`config.mk`:
```
export PLATFORM = sky130hd
export DESIGN_NAME = sq_shared_buffer
export DESIGN_NICKNAME = d
export VERILOG_FILES = /design/src/rtl/sq_pkg.sv /design/src/rtl/sq_free_map.sv /design/src/rtl/sq_lq_ctrl.sv /design/src/rtl/sq_shared_buffer.sv
export SDC_FILE = /design/constraint.sdc
export NUM_CORES = 1
export LEC_CHECK = 0
export BUFFER_PORTS_ARGS = -buffer_cell sky130_fd_sc_hd__clkbuf_2
export CAP_MARGIN = 20
export CORE_MARGIN = 1.5
export CORE_UTILIZATION = 62
export DETAILED_ROUTE_END_ITERATION = 7
export PLACE_DENSITY = 0.81
export SETUP_SLACK_MARGIN = 0.05
export SLEW_MARGIN = 20
export SYNTH_ARGS = -nofsm -noshare
export SYNTH_HDL_FRONTEND = slang
export SYNTH_SLANG_ARGS = --single-unit
export TNS_END_PERCENT = 1
```
`constraint.sdc`:
```
create_clock -name clk_i -period 4 [get_ports clk_i]
set_input_delay 0.2 -clock clk_i [delete_from_list [all_inputs] [get_ports clk_i]]
set_output_delay 0.2 -clock clk_i [all_outputs]
set_load 0.02 [all_outputs]
```
`src/rtl/sq_pkg.sv`:
```
package sq_pkg;
  function automatic int unsigned idx_w(int unsigned n);
    return (n > 1) ? $clog2(n) : 1;
  endfunction
  function automatic int unsigned cnt_w(int unsigned n);
    return $clog2(n + 1);
  endfunction
endpackage

```
`src/rtl/sq_free_map.sv`:
```
module sq_free_map #(
  parameter int unsigned DEPTH = 16,
  parameter int unsigned AW    = 4
) (
  input  logic             clk_i,
  input  logic             rst_ni,
  input  logic             alloc_i,
  input  logic [DEPTH-1:0] release_i,
  output logic [AW-1:0]    alloc_addr_o,
  output logic             empty_o
);
  logic [DEPTH-1:0] free_q, alloc_mask;

  // lowest free slot wins
  always_comb begin
    alloc_addr_o = '0;
    for (int i = DEPTH - 1; i >= 0; i--)
      if (free_q[i]) alloc_addr_o = AW'(i);
  end

  assign empty_o    = ~|free_q;
  assign alloc_mask = alloc_i ? (DEPTH'(1) << alloc_addr_o) : '0;

  always_ff @(posedge clk_i or negedge rst_ni)
    if (!rst_ni) free_q <= '1;
    else         free_q <= (free_q & ~alloc_mask) | release_i;
endmodule

```
`src/rtl/sq_lq_ctrl.sv`:
```
module sq_lq_ctrl #(
  parameter int unsigned AW = 4,
  parameter int unsigned CW = 5
) (
  input  logic          clk_i,
  input  logic          rst_ni,
  input  logic          push_i,
  input  logic [AW-1:0] push_addr_i,
  input  logic          grant_i,
  input  logic [AW-1:0] head_next_i,
  output logic          pop_o,
  output logic [AW-1:0] head_o,
  output logic [AW-1:0] tail_o,
  output logic [CW-1:0] occ_o
);
  logic [AW-1:0] head_q, tail_q;
  logic [CW-1:0] occ_q;

  assign pop_o  = grant_i && (occ_q != '0);
  assign head_o = head_q;
  assign tail_o = tail_q;
  assign occ_o  = occ_q;

  always_ff @(posedge clk_i or negedge rst_ni) begin
    if (!rst_ni) begin
      head_q <= '0;
      tail_q <= '0;
      occ_q  <= '0;
    end else begin
      occ_q <= occ_q + CW'(push_i) - CW'(pop_o);
      if (push_i) tail_q <= push_addr_i;
      // new cell becomes head when queue is or becomes empty this slot
      if (push_i && (occ_q == '0 || (occ_q == CW'(1) && pop_o)))
        head_q <= push_addr_i;
      else if (pop_o)
        head_q <= head_next_i;
    end
  end
endmodule

```
`src/rtl/sq_shared_buffer.sv`:
```
module sq_shared_buffer #(
  parameter int unsigned N_OUT  = 4,
  parameter int unsigned DEPTH  = 16,
  parameter int unsigned DATA_W = 8,
  parameter int unsigned DROP_W = 16
) (
  input  logic                                          clk_i,
  input  logic                                          rst_ni,
  input  logic                                          in_valid_i,
  input  logic [sq_pkg::idx_w(N_OUT)-1:0]               in_dest_i,
  input  logic [DATA_W-1:0]                             in_data_i,
  input  logic [N_OUT-1:0]                              grant_i,
  output logic [N_OUT-1:0]                              req_o,
  output logic                                          full_o,
  output logic [N_OUT-1:0]                              out_valid_o,
  output logic [N_OUT*DATA_W-1:0]                       out_data_o,
  output logic [N_OUT*sq_pkg::cnt_w(DEPTH)-1:0]         occ_o,
  output logic [DROP_W-1:0]                             drop_cnt_o
);
  localparam int unsigned AW = sq_pkg::idx_w(DEPTH);
  localparam int unsigned DW = sq_pkg::idx_w(N_OUT);
  localparam int unsigned CW = sq_pkg::cnt_w(DEPTH);

  logic [DATA_W-1:0] cell_mem [DEPTH];
  logic [AW-1:0]     link_mem [DEPTH];

  logic              full, dest_ok, accept;
  logic [AW-1:0]     waddr;
  logic [DEPTH-1:0]  release_mask;
  logic [N_OUT-1:0]  push_v, pop_v;
  logic [AW-1:0]     head_a [N_OUT];
  logic [AW-1:0]     tail_a [N_OUT];
  logic [CW-1:0]     occ_a  [N_OUT];
  logic [AW-1:0]     dest_tail;
  logic              dest_busy;

  assign dest_ok = {1'b0, in_dest_i} < (DW+1)'(N_OUT);
  assign accept  = in_valid_i && !full && dest_ok;
  assign full_o  = full;
  assign req_o   = push_v;

  sq_free_map #(.DEPTH(DEPTH), .AW(AW)) u_free (
    .clk_i       (clk_i),
    .rst_ni      (rst_ni),
    .alloc_i     (accept),
    .release_i   (release_mask),
    .alloc_addr_o(waddr),
    .empty_o     (full)
  );

  for (genvar j = 0; j < N_OUT; j++) begin : g_q
    assign push_v[j] = accept && (in_dest_i == DW'(j));
    sq_lq_ctrl #(.AW(AW), .CW(CW)) u_lq (
      .clk_i      (clk_i),
      .rst_ni     (rst_ni),
      .push_i     (push_v[j]),
      .push_addr_i(waddr),
      .grant_i    (grant_i[j]),
      .head_next_i(link_mem[head_a[j]]),
      .pop_o      (pop_v[j]),
      .head_o     (head_a[j]),
      .tail_o     (tail_a[j]),
      .occ_o      (occ_a[j])
    );
    assign occ_o[j*CW +: CW] = occ_a[j];
  end

  always_comb begin
    release_mask = '0;
    dest_tail    = '0;
    dest_busy    = 1'b0;
    for (int j = 0; j < N_OUT; j++) begin
      if (pop_v[j]) release_mask[head_a[j]] = 1'b1;
      if (push_v[j]) begin
        dest_tail = tail_a[j];
        dest_busy = (occ_a[j] != '0);
      end
    end
  end

  // storage arrays carry no reset
  always_ff @(posedge clk_i) begin
    if (accept) begin
      cell_mem[waddr] <= in_data_i;
      if (dest_busy) link_mem[dest_tail] <= waddr;
    end
  end

  always_ff @(posedge clk_i or negedge rst_ni) begin
    if (!rst_ni) begin
      out_valid_o <= '0;
      out_data_o  <= '0;
      drop_cnt_o  <= '0;
    end else begin
      out_valid_o <= pop_v;
      for (int j = 0; j < N_OUT; j++)
        if (pop_v[j]) out_data_o[j*DATA_W +: DATA_W] <= cell_mem[head_a[j]];
      if (in_valid_i && full) drop_cnt_o <= drop_cnt_o + DROP_W'(1);
    end
  end
endmodule

```
==> impl_metrics.py <==
metrics = {
    "routing": {
        "routed-wl-met2_um": 24000,
        "post_drt_wl_per_cell_um": 30.3,
        "top_layer_used": "met5",
        "wl_met3_um": 7350,
        "viasPerCell": 7.35,
        "vias": 12700,
        "drc": 16,
        "dr.pass1.iters": 8,
        "drt_iter0_markers": 2041,
        "wl_met1_um": 18200,
        "detail-route-antenna-nets": 0,
        "drt_wl_total_um": 52300,
    },
    "final_layout": {
        "diodes": 0,
        "multi_input_area_um2": 8660,
        "layout.nets": 1364,
        "fin_cells": 1727,
        "area.growth.synth_to_final_pct": 11.6,
        "final_common_cell": "mux4_2",
        "fin_util_pct": 70.3,
        "nFillCells": 1761,
        "stdcell_area_um2": 20100,
        "final_cell_mix": "mux4_2, edfxtp_1, nand2_1",
        "regArea_um2": 8810,
        "drive_above_1_share_pct": 35.6,
    },
    "timing": {
        "setup_viol": 0,
        "setup_tns_ps": 0,
        "tightestPinTransition_ps": 1070,
        "period_minus_slack_ps": 3480,
        "setup_slack_ps": 522,
        "max_slew_margin_pct": 28.6,
        "whs_ps": 69.9,
        "maxSlewViolCount": 0,
        "hold_violations": 0,
        "finClkSkew_ps": 22.2,
        "fmax_mhz": 288,
        "fin_crit_sh_pct": 86.9,
        "grt_setup_unrepaired": "false",
    },
    "die": {
        "die_h_um": 174,
        "initial_core_util_pct": 63.0,
        "die-area_um2": 30100,
        "pin_count": 94,
        "rows": 62,
        "core_area_um2": 28600,
        "die_w_um": 174,
    },
    "clock_network": {
        "htreeDepth": 2,
        "clock_sinks": 312,
        "cts_tree": "done",
        "ctsLongestPathBuffers": 3,
        "clk_latency_ps": 530,
        "numCtsBuffers": 34,
        "root_buffer": "clkbuf_16",
        "clkTransAtPathRegs_ps": 60,
        "post-cts-setup-buffers": 0,
    },
    "status": {
        "failed_checks": "DRC",
        "outcome": "finished with violations",
    },
    "global_routing": {
        "grt_pass1_wl_um": 79900,
        "antenna_found_initial": 1,
        "grt_pass1_vias": 12900,
        "grt-ovfl-total": 0,
        "grt_max_degree": 76,
        "grt.total_usage_pct": 35.9,
    },
    "logic_synthesis": {
        "ys_async_sr_fraction_pct": 38.5,
        "ys_seq_area_share_pct": 48.7,
        "ys_types": 61,
        "synth_ff_type": "edfxtp_1",
        "netlist_instances": 1231,
        "syn_nets": 1277,
        "synth_area_per_cell_um2": 14.6,
        "yosys_warnings": 0,
        "synth_edf_count": 192,
        "synthesis.area_um2": 18000,
        "ys_ff_latch": 312,
    },
    "placement": {
        "place_ws_ps": 547,
        "place_area_um2": 19100,
        "dp_hpwl_um": 34100,
        "portBuffers": 93,
        "gp_congestion": 0.950,
        "dp.cells": 1665,
    },
    "flow_run": {
        "maxCapViolations": 0,
    },
    "power": {
        "vdd_ir_drop_max_uv": 441,
        "leakage_nw": 7.54,
        "powerDensity_nw_per_um2": 793,
        "power_mw": 15.9,
    },
    "worst_setup_path": {
        "crit_fanout": 11,
        "worstPathRequired_ps": 4400,
        "worst_setup_path_end_kind": "flip-flop",
        "path_class": "flip-flop to flip-flop",
        "arrival_ps": 3870,
        "start_kind": "flip-flop",
    },
    "worst_hold_path": {
        "hp-class": "input pin to flip-flop",
    },
}
[synth_stat cells (all sizes together) (3+ instances only)]
library cell / number / area (um2)
mux2: 18 / 203
a22oi: 4 / 30.0
mux2i: 20 / 200
a211oi: 4 / 30.0
or4b: 3 / 30.0
o32ai: 3 / 26.3
xor2: 7 / 61.3
o31ai: 9 / 67.6
nor2b: 8 / 50.1
a31oi: 3 / 18.8
nor2: 64 / 240
nand2: 135 / 507
nand2b: 15 / 93.8
inv: 56 / 210
a21o: 5 / 37.5
or3: 9 / 56.3
ha: 25 / 313
a211o: 9 / 78.8
mux4: 234 / 5270
edfxtp: 192 / 5770
nand3: 21 / 105
and3: 5 / 31.3
xnor2: 24 / 210
clkbuf: 62 / 233
fa: 4 / 80.1
dfstp: 16 / 420
nor3: 16 / 80.1
or4: 7 / 63.8
o21ai: 36 / 180
o31a: 3 / 26.3
nor4: 11 / 83.8
nand3b: 3 / 22.5
buf: 30 / 135
o22ai: 19 / 119
a21oi: 18 / 90.1
dfrtp: 104 / 2600
o211ai: 5 / 37.5
[final timing paths]
path / from / endpoint / slack, ps / cells past startpoint
min: grant_i[2] / out_valid_o[2] / 70 / 3
max: u_free.free_q[2] / g_q[1].u_lq.occ_o[4] / 520 / 14
min in group asynchronous: rst_ni / g_q[0].u_lq.occ_o[2] / 370 / 2
max reg2reg: u_free.free_q[2] / g_q[1].u_lq.occ_o[4] / 520 / 14
min reg2reg: out_data_o[6] / out_data_o[6] / 470 / 2
max in group asynchronous: rst_ni / u_free.free_q[7] / 2700 / 3
[final cells by class]
| class | count | area share [%] |
|---|---|---|
| flip-flops and latches | 312 | 43.8 |
| multi-input cells | 769 | 43.1 |
| clock buffers | 45 | 4.68 |
| repair buffers | 143 | 4.52 |
| well taps | 384 | 2.39 |
| inverters | 58 | 1.08 |
| clock inverters | 16 | 0.473 |
[critical path, stage by stage, from the launching register on]
cell and delay, ps:
dfstp_2 640, or4_1 310, nor4_4 100, nor3_1 770, inv_1 120, ha_1 300, inv_1 60, ha_1 150
inv_1 60, fa_1 390, inv_1 80, a21oi_1 80, nor2_1 110, nor2_1 60, xnor2_1 120
[metal layers]
| metal | global-route usage, % | up-vias |
|---|---|---|
| met5 | 0 | - |
| met4 | 17.1 | 2 |
| met3 | 9.80 | 248 |
| met2 | 54.5 | 1079 |
| met1 | 49.0 | 6296 |
| li1 | - | 5064 |
[where the power goes]
| group | total, mW | internal, mW | switching (mW) |
|---|---|---|---|
| clock | 2.96 | 1.67 | 1.30 |
| combinational | 7.57 | 3.72 | 3.85 |
| sequential | 5.42 | 4.23 | 1.19 |
| total | 15.9 | 9.61 | 6.33 |
[registers in the layout (all words and copies together), names as in the netlist, 16 cells and up]
signal and cells:
g_q.u_lq.head_o 16, cell_mem 128, g_q.u_lq.occ_o 20, out_data_o 32
drop_cnt_o 16, g_q.u_lq.tail_o 16, link_mem 64, u_free.free_q 16
[cell families (layout without fill, tap and decap cells)]
| group | Yosys count | after routing | share of synthesized area (%) |
|---|---|---|---|
| buf+inv | 150 | 262 | 3.25 |
| flops | 312 | 312 | 48.7 |
| xor+xnor | 31 | 31 | 1.51 |
| mux | 272 | 272 | 31.5 |
| compound gates | 131 | 131 | 4.92 |
| fa+ha+maj | 29 | 29 | 2.18 |
| simple gates | 306 | 306 | 7.93 |
[what timing repair did]
item | CTS | global route
resized for setup | 0 | 0
hold endpoints to repair | 69 | 0
hold buffers | 1 | 0
Power figures use the tool's default switching activity.
